--- src/rtl/spi_cmd_pkg.sv ---
// Shared constants and types for the SPI command-word register target.
package spi_cmd_pkg;

    // Sequencer phase within one chip-select frame.
    typedef enum logic [1:0] {
        PH_CMD  = 2'd0,
        PH_DATA = 2'd1,
        PH_DONE = 2'd2
    } phase_t;

    // Byte-order modes for a 32-bit value carried as two blocks.
    localparam logic [1:0] WM_LOWFIRST  = 2'd0;
    localparam logic [1:0] WM_HIGHFIRST = 2'd1;
    localparam logic [1:0] WM_BYTEREV   = 2'd2;

endpackage

--- src/rtl/spi_cmd_shift.sv ---
// Serial front end: detects SCLK edges on the system clock and shifts
// MOSI into a receive word, MSB first. It also shifts a loaded transmit
// word onto MISO, driving one bit on each falling SCLK edge.
// Assumes SCLK/CS/MOSI are synchronous to clk and that clk runs at
// least 4x faster than SCLK. Mode 0: SCLK idles low.
module spi_cmd_shift #(
    parameter int BW = 16
) (
    input  logic          clk,
    input  logic          rst_n,
    input  logic          sclk,
    input  logic          cs_n,
    input  logic          mosi,
    input  logic          tx_load,
    input  logic [BW-1:0] tx_word,
    output logic          rise,
    output logic          word_done,
    output logic [BW-1:0] rx_word,
    output logic          miso
);
    localparam int CW = $clog2(BW);

    logic          sclk_q;
    logic          fall;
    logic [CW-1:0] bit_cnt;
    logic [BW-1:0] rx_sh;
    logic [BW-1:0] tx_sh;

    // Edge strobes, qualified by chip select.
    always_comb begin
        rise      = !cs_n && sclk && !sclk_q;
        fall      = !cs_n && !sclk && sclk_q;
        word_done = rise && (bit_cnt == CW'(BW - 1));
        rx_word   = {rx_sh[BW-2:0], mosi};
    end

    // Previous SCLK level for edge detection.
    always_ff @(posedge clk) begin
        if (!rst_n) sclk_q <= 1'b0;
        else        sclk_q <= sclk;
    end

    // Receive shifter and bit counter, cleared while deselected.
    always_ff @(posedge clk) begin
        if (!rst_n || cs_n) begin
            bit_cnt <= '0;
            rx_sh   <= '0;
        end else if (rise) begin
            bit_cnt <= bit_cnt + 1'b1;
            rx_sh   <= rx_word;
        end
    end

    // Transmit shifter and MISO register, updated on falling SCLK.
    always_ff @(posedge clk) begin
        if (!rst_n || cs_n) begin
            tx_sh <= '0;
            miso  <= 1'b0;
        end else if (tx_load) begin
            tx_sh <= tx_word;
        end else if (fall) begin
            miso  <= tx_sh[BW-1];
            tx_sh <= {tx_sh[BW-2:0], 1'b0};
        end
    end

    AST_MISO_HOLD: assert property (@(posedge clk) disable iff (!rst_n)
        (!cs_n && !fall) |=> $stable(miso));
    AST_MISO_IDLE: assert property (@(posedge clk) disable iff (!rst_n)
        cs_n |=> (miso == 1'b0));

endmodule

--- src/rtl/spi_cmd_lanes.sv ---
// Byte-lane ordering between one 32-bit value and its two 16-bit wire
// blocks (first block sent first). Purely combinational. Split serves
// reads and merge serves writes. Mode 3 falls back to mode 0.
module spi_cmd_lanes
    import spi_cmd_pkg::*;
#(
    parameter int BW = 16
) (
    input  logic [1:0]      mode,
    input  logic [2*BW-1:0] split_in,
    output logic [BW-1:0]   split_first,
    output logic [BW-1:0]   split_second,
    input  logic [BW-1:0]   merge_first,
    input  logic [BW-1:0]   merge_second,
    output logic [2*BW-1:0] merge_out
);
    localparam int HB = BW / 2;

    // Swap the two bytes of one block.
    function automatic logic [BW-1:0] swap_b(input logic [BW-1:0] w);
        return {w[HB-1:0], w[BW-1:HB]};
    endfunction

    // Value to wire blocks.
    always_comb begin
        unique case (mode)
            WM_HIGHFIRST: begin
                split_first  = split_in[2*BW-1:BW];
                split_second = split_in[BW-1:0];
            end
            WM_BYTEREV: begin
                split_first  = swap_b(split_in[BW-1:0]);
                split_second = swap_b(split_in[2*BW-1:BW]);
            end
            default: begin
                split_first  = split_in[BW-1:0];
                split_second = split_in[2*BW-1:BW];
            end
        endcase
    end

    // Wire blocks to value.
    always_comb begin
        unique case (mode)
            WM_HIGHFIRST: merge_out = {merge_first, merge_second};
            WM_BYTEREV:   merge_out = {swap_b(merge_second), swap_b(merge_first)};
            default:      merge_out = {merge_second, merge_first};
        endcase
    end

endmodule

--- src/rtl/spi_cmd_seq.sv ---
// Command decoder and block sequencer. It decodes the command word,
// counts data blocks and raises register/queue strobes at block
// boundaries. It also picks the next transmit block and judges framing
// when chip select rises. Assumes reg_rdata/q_data answer combinationally
// in the strobe cycle and that q_len is stable while the command ends.
module spi_cmd_seq
    import spi_cmd_pkg::*;
#(
    parameter int BW  = 16,
    parameter int AW  = 3,
    parameter int LW  = 12,
    parameter int QLW = 16
) (
    input  logic            clk,
    input  logic            rst_n,
    input  logic            cs_n,
    input  logic            rise,
    input  logic            word_done,
    input  logic [BW-1:0]   rx_word,
    input  logic [1:0]      cfg_mode,
    input  logic            cfg_frm_off,
    output logic            tx_load,
    output logic [BW-1:0]   tx_word,
    output logic            reg_wr,
    output logic            reg_rd,
    output logic [AW-1:0]   reg_addr,
    output logic [2*BW-1:0] reg_wdata,
    input  logic [2*BW-1:0] reg_rdata,
    input  logic [QLW-1:0]  q_len,
    input  logic [2*BW-1:0] q_data,
    output logic            q_pop,
    output logic            frame_err
);
    localparam int TW = QLW + 1;
    localparam logic [AW-1:0] QADDR = '1;
    localparam logic [AW-1:0] CADDR = '0;

    phase_t        phase_q;
    logic          started_q, cs_q, is_rd_q;
    logic [AW-1:0] addr_q;
    logic [1:0]    mode_q;
    logic [TW-1:0] total_q, blk_q;
    logic [BW-1:0] hold_q;

    logic          in_cmd, in_data, cmd_rd, cur_rd, cur_is_q;
    logic [AW-1:0] cmd_addr, cur_addr;
    logic [1:0]    cmd_mode, cur_mode;
    logic [TW-1:0] cmd_total, cur_total, nb;
    logic          load_ok, fresh, len_slot, wr_ok;
    logic [BW-1:0] sp_first, sp_second;

    // Command fields and the view that is current in this cycle.
    always_comb begin
        in_cmd    = word_done && (phase_q == PH_CMD);
        in_data   = word_done && (phase_q == PH_DATA);
        cmd_rd    = rx_word[BW-1];
        cmd_addr  = rx_word[BW-2 -: AW];
        cmd_mode  = (cmd_addr == CADDR) ? WM_LOWFIRST : cfg_mode;
        cmd_total = (cmd_rd && cmd_addr == QADDR)
                  ? TW'(1) + ((TW'(q_len) + TW'(1)) >> 1)
                  : TW'(rx_word[LW-1:0]);
        cur_rd    = (phase_q == PH_CMD) ? cmd_rd    : is_rd_q;
        cur_addr  = (phase_q == PH_CMD) ? cmd_addr  : addr_q;
        cur_mode  = (phase_q == PH_CMD) ? cmd_mode  : mode_q;
        cur_total = (phase_q == PH_CMD) ? cmd_total : total_q;
        cur_is_q  = cur_rd && (cur_addr == QADDR);
    end

    // Read-side block selection and strobes.
    always_comb begin
        nb       = in_cmd ? '0 : blk_q + 1'b1;
        load_ok  = (in_cmd || in_data) && cur_rd && (nb < cur_total);
        fresh    = cur_is_q ? nb[0] : !nb[0];
        len_slot = cur_is_q && (nb == '0);
        tx_load  = load_ok;
        tx_word  = len_slot ? BW'(q_len) : (fresh ? sp_first : hold_q);
        reg_rd   = load_ok && fresh && !cur_is_q;
        q_pop    = load_ok && fresh && cur_is_q;
        reg_addr = cur_addr;
    end

    // Write-side strobe on the second block of each pair.
    always_comb begin
        wr_ok  = in_data && !is_rd_q;
        reg_wr = wr_ok && blk_q[0] && (addr_q != QADDR);
    end

    spi_cmd_lanes #(.BW(BW)) u_lanes (
        .mode         (cur_mode),
        .split_in     (cur_is_q ? q_data : reg_rdata),
        .split_first  (sp_first),
        .split_second (sp_second),
        .merge_first  (hold_q),
        .merge_second (rx_word),
        .merge_out    (reg_wdata)
    );

    // Frame sequencing: command latch, block count, done detection.
    always_ff @(posedge clk) begin
        if (!rst_n || cs_n) begin
            phase_q   <= PH_CMD;
            started_q <= 1'b0;
            is_rd_q   <= 1'b0;
            addr_q    <= '0;
            mode_q    <= WM_LOWFIRST;
            total_q   <= '0;
            blk_q     <= '0;
        end else begin
            if (rise) started_q <= 1'b1;
            if (in_cmd) begin
                is_rd_q <= cmd_rd;
                addr_q  <= cmd_addr;
                mode_q  <= cmd_mode;
                total_q <= cmd_total;
                blk_q   <= '0;
                phase_q <= (cmd_total == '0) ? PH_DONE : PH_DATA;
            end else if (in_data) begin
                blk_q <= blk_q + 1'b1;
                if (blk_q + 1'b1 == total_q) phase_q <= PH_DONE;
            end
        end
    end

    // Half-value holding register shared by reads and writes.
    always_ff @(posedge clk) begin
        if (!rst_n)                  hold_q <= '0;
        else if (load_ok && fresh)   hold_q <= sp_second;
        else if (wr_ok && !blk_q[0]) hold_q <= rx_word;
    end

    // Framing judgement on the chip-select rising edge.
    always_ff @(posedge clk) begin
        if (!rst_n) begin
            cs_q      <= 1'b1;
            frame_err <= 1'b0;
        end else begin
            cs_q      <= cs_n;
            frame_err <= cs_n && !cs_q && started_q &&
                         (phase_q != PH_DONE) && !cfg_frm_off;
        end
    end

    AST_WR_SKIPS_QUEUE: assert property (@(posedge clk) disable iff (!rst_n)
        reg_wr |-> (reg_addr != QADDR));
    AST_POP_ONLY_QREAD: assert property (@(posedge clk) disable iff (!rst_n)
        q_pop |-> (reg_addr == QADDR && !reg_wr && !reg_rd));
    AST_RD_NOT_WR: assert property (@(posedge clk) disable iff (!rst_n)
        reg_rd |-> !reg_wr);
    AST_ERR_AT_CS_RISE: assert property (@(posedge clk) disable iff (!rst_n)
        frame_err |-> ($past(cs_n) && !$past(cs_n, 2)));
    AST_ERR_GATED: assert property (@(posedge clk) disable iff (!rst_n)
        frame_err |-> !$past(cfg_frm_off));

endmodule

--- src/rtl/spi_cmd_slave.sv ---
// Top level of the SPI command-word register target. It joins the serial
// front end to the command sequencer. Assumes synchronous serial pins
// sampled by clk, and a register/queue port that answers in the strobe cycle.
module spi_cmd_slave #(
    parameter int BW  = 16,
    parameter int AW  = 3,
    parameter int LW  = 12,
    parameter int QLW = 16
) (
    input  logic            clk,
    input  logic            rst_n,
    input  logic            spi_sclk,
    input  logic            spi_cs_n,
    input  logic            spi_mosi,
    output logic            spi_miso,
    input  logic [1:0]      cfg_word_mode,
    input  logic            cfg_frm_chk_off,
    output logic            reg_wr,
    output logic            reg_rd,
    output logic [AW-1:0]   reg_addr,
    output logic [2*BW-1:0] reg_wdata,
    input  logic [2*BW-1:0] reg_rdata,
    input  logic [QLW-1:0]  q_len,
    input  logic [2*BW-1:0] q_data,
    output logic            q_pop,
    output logic            frame_err
);
    logic          rise, word_done, tx_load;
    logic [BW-1:0] rx_word, tx_word;

    spi_cmd_shift #(.BW(BW)) u_shift (
        .clk       (clk),
        .rst_n     (rst_n),
        .sclk      (spi_sclk),
        .cs_n      (spi_cs_n),
        .mosi      (spi_mosi),
        .tx_load   (tx_load),
        .tx_word   (tx_word),
        .rise      (rise),
        .word_done (word_done),
        .rx_word   (rx_word),
        .miso      (spi_miso)
    );

    spi_cmd_seq #(.BW(BW), .AW(AW), .LW(LW), .QLW(QLW)) u_seq (
        .clk         (clk),
        .rst_n       (rst_n),
        .cs_n        (spi_cs_n),
        .rise        (rise),
        .word_done   (word_done),
        .rx_word     (rx_word),
        .cfg_mode    (cfg_word_mode),
        .cfg_frm_off (cfg_frm_chk_off),
        .tx_load     (tx_load),
        .tx_word     (tx_word),
        .reg_wr      (reg_wr),
        .reg_rd      (reg_rd),
        .reg_addr    (reg_addr),
        .reg_wdata   (reg_wdata),
        .reg_rdata   (reg_rdata),
        .q_len       (q_len),
        .q_data      (q_data),
        .q_pop       (q_pop),
        .frame_err   (frame_err)
    );

endmodule

--- config.mk ---
export PLATFORM = sky130hd
export DESIGN_NAME = spi_cmd_slave
export DESIGN_NICKNAME = d
export VERILOG_FILES = /design/src/rtl/spi_cmd_pkg.sv /design/src/rtl/spi_cmd_shift.sv /design/src/rtl/spi_cmd_lanes.sv /design/src/rtl/spi_cmd_seq.sv /design/src/rtl/spi_cmd_slave.sv
export SDC_FILE = /design/constraint.sdc
export NUM_CORES = 1
export LEC_CHECK = 0
export BUFFER_PORTS_ARGS = -buffer_cell sky130_fd_sc_hd__clkbuf_2
export CAP_MARGIN = 20
export CORE_ASPECT_RATIO = 2
export CORE_MARGIN = 4
export CORE_UTILIZATION = 55
export CTS_BUF_LIST = sky130_fd_sc_hd__clkbuf_16
export CTS_CLUSTER_SIZE = 20
export DETAILED_ROUTE_END_ITERATION = 6
export GPL_TIMING_DRIVEN = 0
export PLACE_DENSITY = 0.86
export SLEW_MARGIN = 5
export SYNTH_ARGS = -nofsm -noshare
export SYNTH_HDL_FRONTEND = slang
export SYNTH_SLANG_ARGS = --single-unit
--- constraint.sdc ---
create_clock -name clk -period 5 [get_ports clk]
set_clock_uncertainty 0.1 [all_clocks]
set_input_delay 0.25 -clock clk [delete_from_list [all_inputs] [get_ports clk]]
set_output_delay 0.25 -clock clk [all_outputs]
set_load 0.02 [all_outputs]
# --- Yosys cells after proc, flatten, opt, wreduce, memory -nomap -nowiden ---
# Cells that the tools add are included.
totals:
  ff_bits: 98
  in_bits: 88
  out_inout_bits: 40
  wordCells: 98
op_classes:
  addsub: 4
  n_lt_le_gt_ge: 1
  n_eq_ne: 9
  muxes: 22
  n_bitwise: 1
  reduce_logical: 46
ops:
  columns: ["operator", "n"]
  rows:
  - ["$mux W16", 6]
  - ["$pmux W16 S2", 2]
  - ["$pmux W32 S2", 1]
  - ["$mux W17", 3]
  - ["$logic_not A17 Y1", 2]
  - ["$mux W32", 1]
  - ["$logic_and A1 B1 Y1", 23]
  - ["$add A1 B16 Y17 const A", 1]
  - ["$add A16 B1 Y17 const B", 1]
  - ["$add A17 B1 Y17 const B", 1]
  - ["$eq A17 B17 Y1", 1]
  - ["$lt A17 B17 Y1", 1]
  - ["$mux W2", 6]
  - ["$logic_not A1 Y1", 10]
  - ["$reduce_bool A2 Y1", 4]
  - ["$eq A3 B3 Y1 const B", 2]
  - ["$add A4 B1 Y4 const B", 1]
  - ["$eq A2 B1 Y1 const B", 2]
  - ["$eq A4 B4 Y1 const B", 1]
  - ["$reduce_and A2 Y1", 2]
  - ["$logic_not A3 Y1", 1]
  - ["$mux W3", 1]
  - ["$ne A3 B3 Y1 const B", 1]
  - ["$eq A2 B2 Y1 const B", 1]
  - ["6 further kinds", 8]

# --- Depth between registers and ports, before layout ---
# Gate-level depths: netlist of run 1.
logic_depth:
  word_depth: 11
  depth_mapped: 22
  ltp_nobuf: 20

# --- Modules after synthesis ---
# Synthesis of run 1 repeated with hierarchy kept, for this count alone.
unflattened:
  cells_unflattened: 1151
  area_unflattened_um2: 8508.2
by_module_without_submodules:
  columns: ["module", "instances", "cells_each", "area_per_inst_um2", "seq_area_each_um2"]
  rows:
  - ["spi_cmd_seq", 1, 742, 5671.7, 1221.2]
  - ["spi_cmd_shift", 1, 185, 1521.5, 740.7]
  - ["spi_cmd_lanes", 1, 224, 1315.0, 0.0]

# --- Least setup slack after synthesis of run 1 ---
# No wires, ideal clock.
synth_timing:
  kind: "input port to flip-flop"
  start: "input port q_len[0]"
  end: "register u_seq.hold_q[10]"
  setup_time_ns: 0.116
  arrival_ns: 3.984
  required_ns: 4.784
  path_slack_ns: 0.800
  cell_stages: 21
  n_path_buf: 3
  path_cell_list: "ha_1 -> clkbuf_1 -> xor2_1 -> ha_1 -> inv_1 -> a31oi_1 -> and2_1 -> and3_2 -> xnor2_1 -> o21ai_0 -> mux2i_1 -> ha_1 -> a21o_1 -> a21o_1 -> a21oi_1 -> o21a_1 -> nor2_1 -> a2111o_1 -> clkbuf_1 -> clkbuf_1 -> o211a_1"
synth_via:
  elab_chain_len: 8
  word_cells_on_any_way: 9
  classes_between: "add/sub (2); order compare (1); mux (3); reduce/logical (3)"
synth_lines:
  columns: ["element", "line", "rtl"]
  rows:
  - ["from (decl)", "spi_cmd_slave.sv:23", "input logic [QLW-1:0] q_len,"]
  - ["$add A16 B1 Y17 *", "spi_cmd_seq.sv:60", "? TW'(1) + ((TW'(q_len) + TW'(1)) >> 1)"]
  - ["$add A1 B16 Y17 *", "spi_cmd_seq.sv:60", null]
  - ["$mux W17 *", "spi_cmd_seq.sv:60", null]
  - ["$mux W17 *", "spi_cmd_seq.sv:65", "cur_total = (phase_q == PH_CMD) ? cmd_total : total_q;"]
  - ["$lt A17 B17 Y1 *", "spi_cmd_seq.sv:72", "load_ok = (in_cmd || in_data) && cur_rd && (nb < cur_total);"]
  - ["$logic_and A1 B1 Y1 *", "spi_cmd_seq.sv:72", null]
  - ["$logic_and A1 B1 Y1 *", "spi_cmd_seq.sv:127", "else if (load_ok && fresh) hold_q <= sp_second;"]
  - ["$mux W16 / $reduce_bool A2 Y1 (equally long branches)", null, null]
  - ["to (signal assigned)", "spi_cmd_seq.sv:127", null]
  - ["to (signal assigned)", "spi_cmd_seq.sv:128", "else if (wr_ok && !blk_q[0]) hold_q <= rx_word;"]
  - ["to (decl)", "spi_cmd_seq.sv:43", "logic [BW-1:0] hold_q;"]
# Mark *: on every way between the ends. The rest lies on a longest branch, timed or not.
# A chain may end at the register's enable or synchronous reset.

# --- Worst setup path in the final report of run 1 ---
layout_timing:
  start: "register u_seq.phase_q[1]"
  end: "output port reg_wdata[21]"
layout_via:
  elab_chain_len: 4
  word_cells_on_any_way: 5
  classes_between: "eq/ne (2); mux (2); reduce/logical (1)"
layout_lines:
  columns: ["element", "line", "rtl"]
  rows:
  - ["from (decl)", "spi_cmd_seq.sv:38", "phase_t phase_q;"]
  - ["from (signal assigned)", "spi_cmd_seq.sv:116", "phase_q <= (cmd_total == '0) ? PH_DONE : PH_DATA;"]
  - ["$logic_not A2 Y1 *", "spi_cmd_seq.sv:64", "cur_mode = (phase_q == PH_CMD) ? cmd_mode : mode_q;"]
  - ["$mux W2 *", "spi_cmd_seq.sv:64", null]
  - ["$eq A2 B2 Y1 / $eq A2 B1 Y1 (equally long branches)", "spi_cmd_lanes.sv:44", "unique case (mode)"]
  - ["$pmux W32 S2 *", "spi_cmd_lanes.sv:44", null]
  - ["to (decl)", "spi_cmd_slave.sv:21", "output logic [2*BW-1:0] reg_wdata,"]
# Marks and branches as above.

==> reports/metrics.csv, run 1 <==
stage,metric,value,unit
worst_hold_path,min_path_cells,2,
power_and_ir_drop,leakage,3.71,nW
routing,drc_errors,0,
power_and_ir_drop,netSwitchingFraction,0.253,
routing,wl_per_cell,21.5,microns
clock_network,cts-root-buf,clkbuf_16,
routing,first_pass_iters,5,
power_and_ir_drop,powerDensity,173,nW/um^2
layout,final_layout_size_suffix_gt1_frac,0.171,
grt,antenna_found_initial,0,
clock_network,numCtsBuffers,9,
die,die_w,94.9,microns
critical_path,worstPathArrival,4.48,ns
worst_hold_path,hold_start,spi_sclk,
logic_synthesis,synthFlopType,dfxtp_1,
logic_synthesis,synth_cells,1134,
die,initial_core_util,0.561,
critical_path,reg2regPathDepth,16,
layout,final-seq-area,1960,sq um
logic_synthesis,synth_top_area_frac,0.236,
grt,grt_pass1_vias,9530,
routing,vias,9528,
grt,grt_start_max_net_pins,15,
logic_synthesis,avgSynthCellArea,7.33,sq um
sta,slew_headroom,0.343,
critical_path,r2r_end,u_seq.hold_q[10]$_SDFFE_PN0P_,
sta,setup_viol,0,
placement,hpwl,24400,microns
logic_synthesis,yosys.area.top_type,dfxtp_1,
placement,dp_cells,1451,
power_and_ir_drop,intPower,1.23,mW
critical_path,cp_max_fo,10,
sta,maxClockFrequency,0.207,GHz
logic_synthesis,syn_area,8310,sq um
critical_path,rrSetupSlack,0.36,ns
critical_path,critPathRequiredTime,4.65,ns
clock_network,clk_pin_slew,0.07,ns
critical_path,reg2reg_from,u_seq.phase_q[1]$_SDFFE_PP0P_,
logic_synthesis,ys_warn_count,0,
outcome,run_status,"complete, no violations",
worst_hold_path,hold_class,input pin to register,
grt,gr-total-overflow,0,
layout,final_nets,1379,
grt,grt_use_met1,0.355,
placement,dpl_cell_area,9170,sq um
routing,initialDrtViolationCount,765,
grt,grtUsageMet3,0.0543,
sta,worst_slew_pin_slew,0.981,ns
placement,gp_congestion,1.01,
power_and_ir_drop,vdd_drop_max,0.000176,V
sta,fin_crit,4.83,ns
layout,syn_to_final_growth,14.6,%
layout,fillers,1403,
layout,instances_no_fill,1467,
sta,rsz0062_at_grt,no,
grt,grt_use_met2,0.648,
die,dieArea,17300,sq um
die,fp.coreArea,14800,sq um
grt,grt_usage,0.369,
logic_synthesis,synth_edf_count,0,
clock_network,clock_latency,0.36,ns
routing,ant_nets,0,
critical_path,end_kind,primary output,
clock_network,clkSinkCount,98,
power_and_ir_drop,comb_power_share,0.105,
clock_network,htreeDepth,3,
placement,numPortBuffers,122,
logic_synthesis,synth_cell_type_count,76,
critical_path,cp-start-kind,register,
grt,busiest_layer,met2,
sta,final_hold_viol_count,0,
logic_synthesis,yosysSeqAreaShare,0.236,
layout,antenna_cells,0,
die,ios,128,
die,rows,63,
sta,period_share,0.967,
sta,slew_violations,0,
critical_path,criticalPathCategory,register to primary output,
power_and_ir_drop,power_switching,0.416,mW
grt,grt_pass1_wl,49000,microns
power_and_ir_drop,clock_power_share,0.419,
layout,final_area,9520,sq um
clock_network,cts_tree,done,
routing,drt_wl_total,31500,microns
routing,via_per_inst,6.49,
logic_synthesis,synth-seq-cells,98,
layout,multi_input_area,5930,sq um
power_and_ir_drop,seqPwrFrac,0.476,
logic_synthesis,synthTopCellsByArea,"dfxtp_1 (24%), nand2_1 (8.1%), a22oi_1 (7.2%)",
critical_path,crit_start,u_seq.phase_q[1]$_SDFFE_PP0P_,
worst_hold_path,whs_endpoint,u_shift.sclk_q$_SDFF_PN0_,
logic_synthesis,synth_nets,1244,
die,die_h,182,microns
clock_network,cts.path.max_buffers,2,
sta,hold_slack,0.0799,ns
sta,finalSetupTns,0,ns
run,drv_cap,0,
logic_synthesis,synthArstFlopShare,0,
cell usage after synthesis (4+ instances only):
master	number
nor2b_1	10
buf_1	6
o21a_1	5
nor3_1	20
a21o_1	6
xnor2_1	34
buf_2	11
inv_1	9
o211a_1	12
ha_1	22
nand4_1	17
nand2_1	179
xor2_1	21
a211oi_1	10
a21boi_1	4
a22oi_1	80
nand3_1	21
or3_1	9
dfxtp_1	98
mux2_2	35
a31oi_1	4
o22ai_1	18
and3_1	7
nand4b_1	4
mux2i_1	44
nor2_1	102
clkbuf_1	85
a21oi_1	83
nor4_1	11
o21ai_0	86
and2_1	10
xnor3_1	5
power groups by stage:
stage          Sequential (mW)  Combinational, mW  Clock (mW)
6_report                 0.782              0.173       0.689
5_1_grt                  0.782              0.186       0.718
4_1_cts                  0.782              0.168       0.685
3_5_place_dp             0.800              0.165           0
3_3_place_gp             0.800              0.163           0
2_1_floorplan            0.800             0.0936           0
worst max path at each step:
stage	to	slack, ns	cells after the start
2_1_floorplan	u_seq.hold_q[10]$_SDFFE_PN0P_	0.80	21
3_3_place_gp	u_shift.tx_sh[15]$_SDFFE_PP0P_	-0.30	22
3_5_place_dp	u_shift.tx_sh[13]$_SDFFE_PP0P_	-0.31	23
4_1_cts	u_shift.tx_sh[13]$_SDFFE_PP0P_	0.006	22
5_1_grt	q_pop	0.03	20
6_report	reg_wdata[21]	0.17	13
worst max-delay path, cell delays in order, from the launching register on:
cell	delay, ns
dfxtp_1	0.46
or2_1	0.14
clkbuf_1	0.27
clkbuf_1	0.42
nand2_1	0.11
o21a_1	0.14
inv_1	0.06
ha_1	0.14
clkbuf_1	0.47
buf_1	0.54
buf_1	0.42
a22oi_1	0.15
o21ai_0	0.52
clkbuf_2	0.28
repair_timing:
| action | CTS | global route |
|---|---|---|
| gates resized for setup | 3 | 21 |
| hold buffers | 1 | 0 |
| hold endpoints to repair | 1 | 0 |
| setup buffers | 0 | 3 |
| cloned | 0 | 0 |
| setup endpoints to repair | 16 | 61 |
| pin swaps | 0 | 2 |
cells by family after synthesis:
kind of cell               share of synthesized area
AOI/OAI and AO/OA                              0.262
xor gates and xnor gates                      0.0792
adders and majority gates                     0.0331
buffers and inverters                         0.0554
DFF                                            0.236
muxes                                          0.100
and+or+nand+nor                                0.234
layer usage:
| layer | vias up | share of wire |
|---|---|---|
| li1 | 4355 | - |
| met4 | 0 | 0.10 |
| met5 | - | 0 |
| met1 | 4387 | 0.32 |
| met2 | 569 | 0.51 |
| met3 | 217 | 0.062 |
final cells by class:
class	count	share of cell area
buffer	103	0.0447
clock buffer	9	0.0237
clock inverter	5	0.00499
inverter	10	0.00394
multi-input combinational	921	0.623
sequential	98	0.206
tap	195	0.0256
timing repair buffer	126	0.0676
flip-flops by register name, summed over array words and instances (netlist names), 2 cells and up:
signal / count
u_seq.total_q: 17
u_seq.phase_q: 2
u_shift.rx_sh: 15
u_seq.mode_q: 2
u_seq.addr_q: 3
u_shift.tx_sh: 16
u_shift.bit_cnt: 4
u_seq.blk_q: 17
u_seq.hold_q: 16
metrics by stage:
stage / worst slack [ns] / utilization / total power, mW
floorplan: 0.800 / - / 0.894
global placement: -0.304 / 0.618 / 0.964
detailed placement: -0.312 / 0.619 / 0.966
CTS: 0.00601 / 0.639 / 1.64
global route: 0.0320 / 0.642 / 1.69
finish: 0.166 / 0.642 / 1.64
cell usage in the layout, fill, tap and decap left out, types with 5 or more instances in the layout:
master     count
o211a_1       12
nand3_1       21
xor2_1        21
a22oi_1       80
ha_1          22
nor2b_1        9
nand2_1      179
a21o_1         6
nand4_1       17
mux2_2        35
dfxtp_1       98
or3_1          9
buf_1          6
xnor3_1        5
and2_1        10
buf_4          5
and3_1         7
nor4_1        10
nor2_1       102
buf_2         11
clkbuf_1      75
clkbuf_2     130
inv_1          9
clkbuf_16      9
xnor2_1       34
mux2i_1       43
a211oi_1       9
o21ai_0       85
nor3_1        18
a21oi_1       83
o21a_1         5
o22ai_1       18
(Power assumes the default switching activity.)
==> run 2: changes to the inputs <==
--- a/config.mk
+++ b/config.mk
@@ -13,7 +13,6 @@
 export CTS_BUF_LIST = sky130_fd_sc_hd__clkbuf_16
 export CTS_CLUSTER_SIZE = 20
 export DETAILED_ROUTE_END_ITERATION = 6
-export GPL_TIMING_DRIVEN = 0
 export PLACE_DENSITY = 0.86
 export SLEW_MARGIN = 5
 export SYNTH_ARGS = -nofsm -noshare
==> run 2 against run 1 <==
Compared with the run above: via count is 5.7% lower; non-clock buffer count shrank 69; first-iteration DRC count decreased by 30%; sequential cell count unchanged; worst hold slack worse by 0.0066 ns; fmax up 5.4%; sequential share of layout area is 0.43 points higher.
==> reports/metrics.csv, run 2 (synthesis results as in run 1) <==
stage,metric,value,unit
sta,setup_viol,0,
sta,final_hold_viol_count,0,
sta,maxClockFrequency,0.218,GHz
sta,period_share,0.917,
sta,rsz0062_at_grt,no,
die,dieArea,17300,sq um
layout,final_cell_mix,"nand2_1 (179), clkbuf_2 (127), nor2_1 (101), dfxtp_1 (98), o21ai_0 (86)",
routing,first_pass_iters,6,
layout,reg_top3,"u_seq.blk_q x17, u_seq.total_q x17",
layout,final_layout_size_suffix_gt1_frac,0.188,
critical_path,end_kind,primary output,
clock_network,numCtsBuffers,9,
placement,dpl_cell_area,9060,sq um
placement,numPortBuffers,127,
critical_path,critPathRequiredTime,4.65,ns
power_and_ir_drop,power.total,1.58,mW
clock_network,cts_tree,done,
placement,dp_slack,0.117,ns
sta,finalSetupTns,0,ns
sta,slew_violations,0,
worst_hold_path,hold_class,input pin to register,
sta,worst_slack,0.413,ns
layout,instances_no_fill,1400,
die,die_h,182,microns
die,fp.coreArea,14800,sq um
clock_network,post_cts_buffers,0,
clock_network,clkSinkCount,98,
grt,gr-total-overflow,0,
sta,fin_crit,4.59,ns
routing,via_per_inst,6.42,
outcome,run_status,"complete, no violations",
critical_path,criticalPathCategory,input pin to primary output,
clock_network,cts-root-buf,clkbuf_16,
critical_path,worstPathArrival,4.24,ns
die,die_w,94.9,microns
clock_network,clk_pin_slew,0.06,ns
routing,drt_wl_total,27300,microns
grt,grt_pass1_vias,8759,
placement,hpwl,20700,microns
placement,gp_congestion,0.969,
grt,grt_pass1_wl,43300,microns
grt,antenna_found_initial,0,
sta,slew_headroom,0.395,
routing,drc_errors,0,
routing,vias,8989,
critical_path,cp-start-kind,input pin,
sta,worst_slew_pin_slew,0.908,ns
grt,grt_start_max_net_pins,98,
power_and_ir_drop,vdd_drop_max,0.000145,V
power_and_ir_drop,leakage,3.66,nW
grt,grt_usage,0.321,
die,rows,63,
layout,final_area,9330,sq um
routing,wl_per_cell,19.5,microns
layout,fin_util,0.629,
routing,initialDrtViolationCount,534,
critical_path,cp_max_fo,13,
clock_network,htreeDepth,3,
die,initial_core_util,0.561,
sta,hold_slack,0.0733,ns
placement,dp_cells,1383,
power_and_ir_drop,powerDensity,170,nW/um^2
layout,layout_commonest_cell,nand2_1,
routing,ant_nets,0,
layout,syn_to_final_growth,12.2,%
layout,final_nets,1310,
die,ios,128,
layout,antenna_cells,0,
clock_network,clock_latency,0.36,ns
run,drv_cap,0,
clock_network,cts.path.max_buffers,2,
==> run 2: cell count changes in the layout (fill, tap and decap cells not counted), moves of 3 or more <==
cell and change:
buf_2 -11, clkbuf_2 -3, clkbuf_1 -75, buf_4 +26, buf_1 -6
==> run 2: critical path, cell delays in order <==
cell and delay [ns]:
clkbuf_2 0.17, ha_1 0.43, xor2_1 0.19, ha_1 0.20
inv_1 0.05, a31oi_1 0.32, nand2_1 0.15, nor3_1 0.17
o21ai_0 0.13, mux2i_1 0.30, mux2i_1 0.13, ha_1 0.30
nand4_1 0.14, nor3_1 0.08, a221oi_1 0.30, nand3_1 0.18
a2111o_1 0.44, nor2b_1 0.12, clkbuf_2 0.17
==> run 2: worst paths after layout <==
kind                                                   start                       endpoint  slack [ns]  depth (start not counted)
worst max-delay path                                q_len[1]                          q_pop        0.41                         19
worst min-delay path                                spi_sclk      u_shift.sclk_q$_SDFF_PN0_        0.07                          2
worst max register to register   u_seq.blk_q[1]$_SDFFE_PP0P_  u_shift.tx_sh[0]$_SDFFE_PP0P_        0.60                         14
worst min register to register  u_seq.started_q$_SDFFE_PP0P_   u_seq.started_q$_SDFFE_PP0P_        0.38                          2
==> run 2: repair_timing <==
action | 4_1_cts | 5_1_grt
hold buffers | 1 | 0
endpoints found under the hold margin | 1 | 0
gates resized for setup | 0 | 1
setup endpoints to repair | 0 | 12
==> run 2: cell type report <==
type,instances,area [sq um]
clock inverter,7,28.8
timing repair buffer,160,898
multi-input combinational,921,5930
inverter,10,37.5
tap,195,244
sequential,98,1960
fill,1406,5490
clock buffer,9,225
==> run 2: power breakdown <==
group,switching [mW],leakage (nW),internal (mW)
clock,0.305,0.134,0.327
combinational,0.0994,2.74,0.0685
sequential,0.00113,0.790,0.782
==> run 2: layer usage <==
layer	vias to the layer above	GRT usage	share of wire
met3	175	0.0531	0.056
met5	-	0	0
met4	0	0.327	0.12
li1	4219	-	-
met1	4148	0.318	0.33
met2	447	0.533	0.49
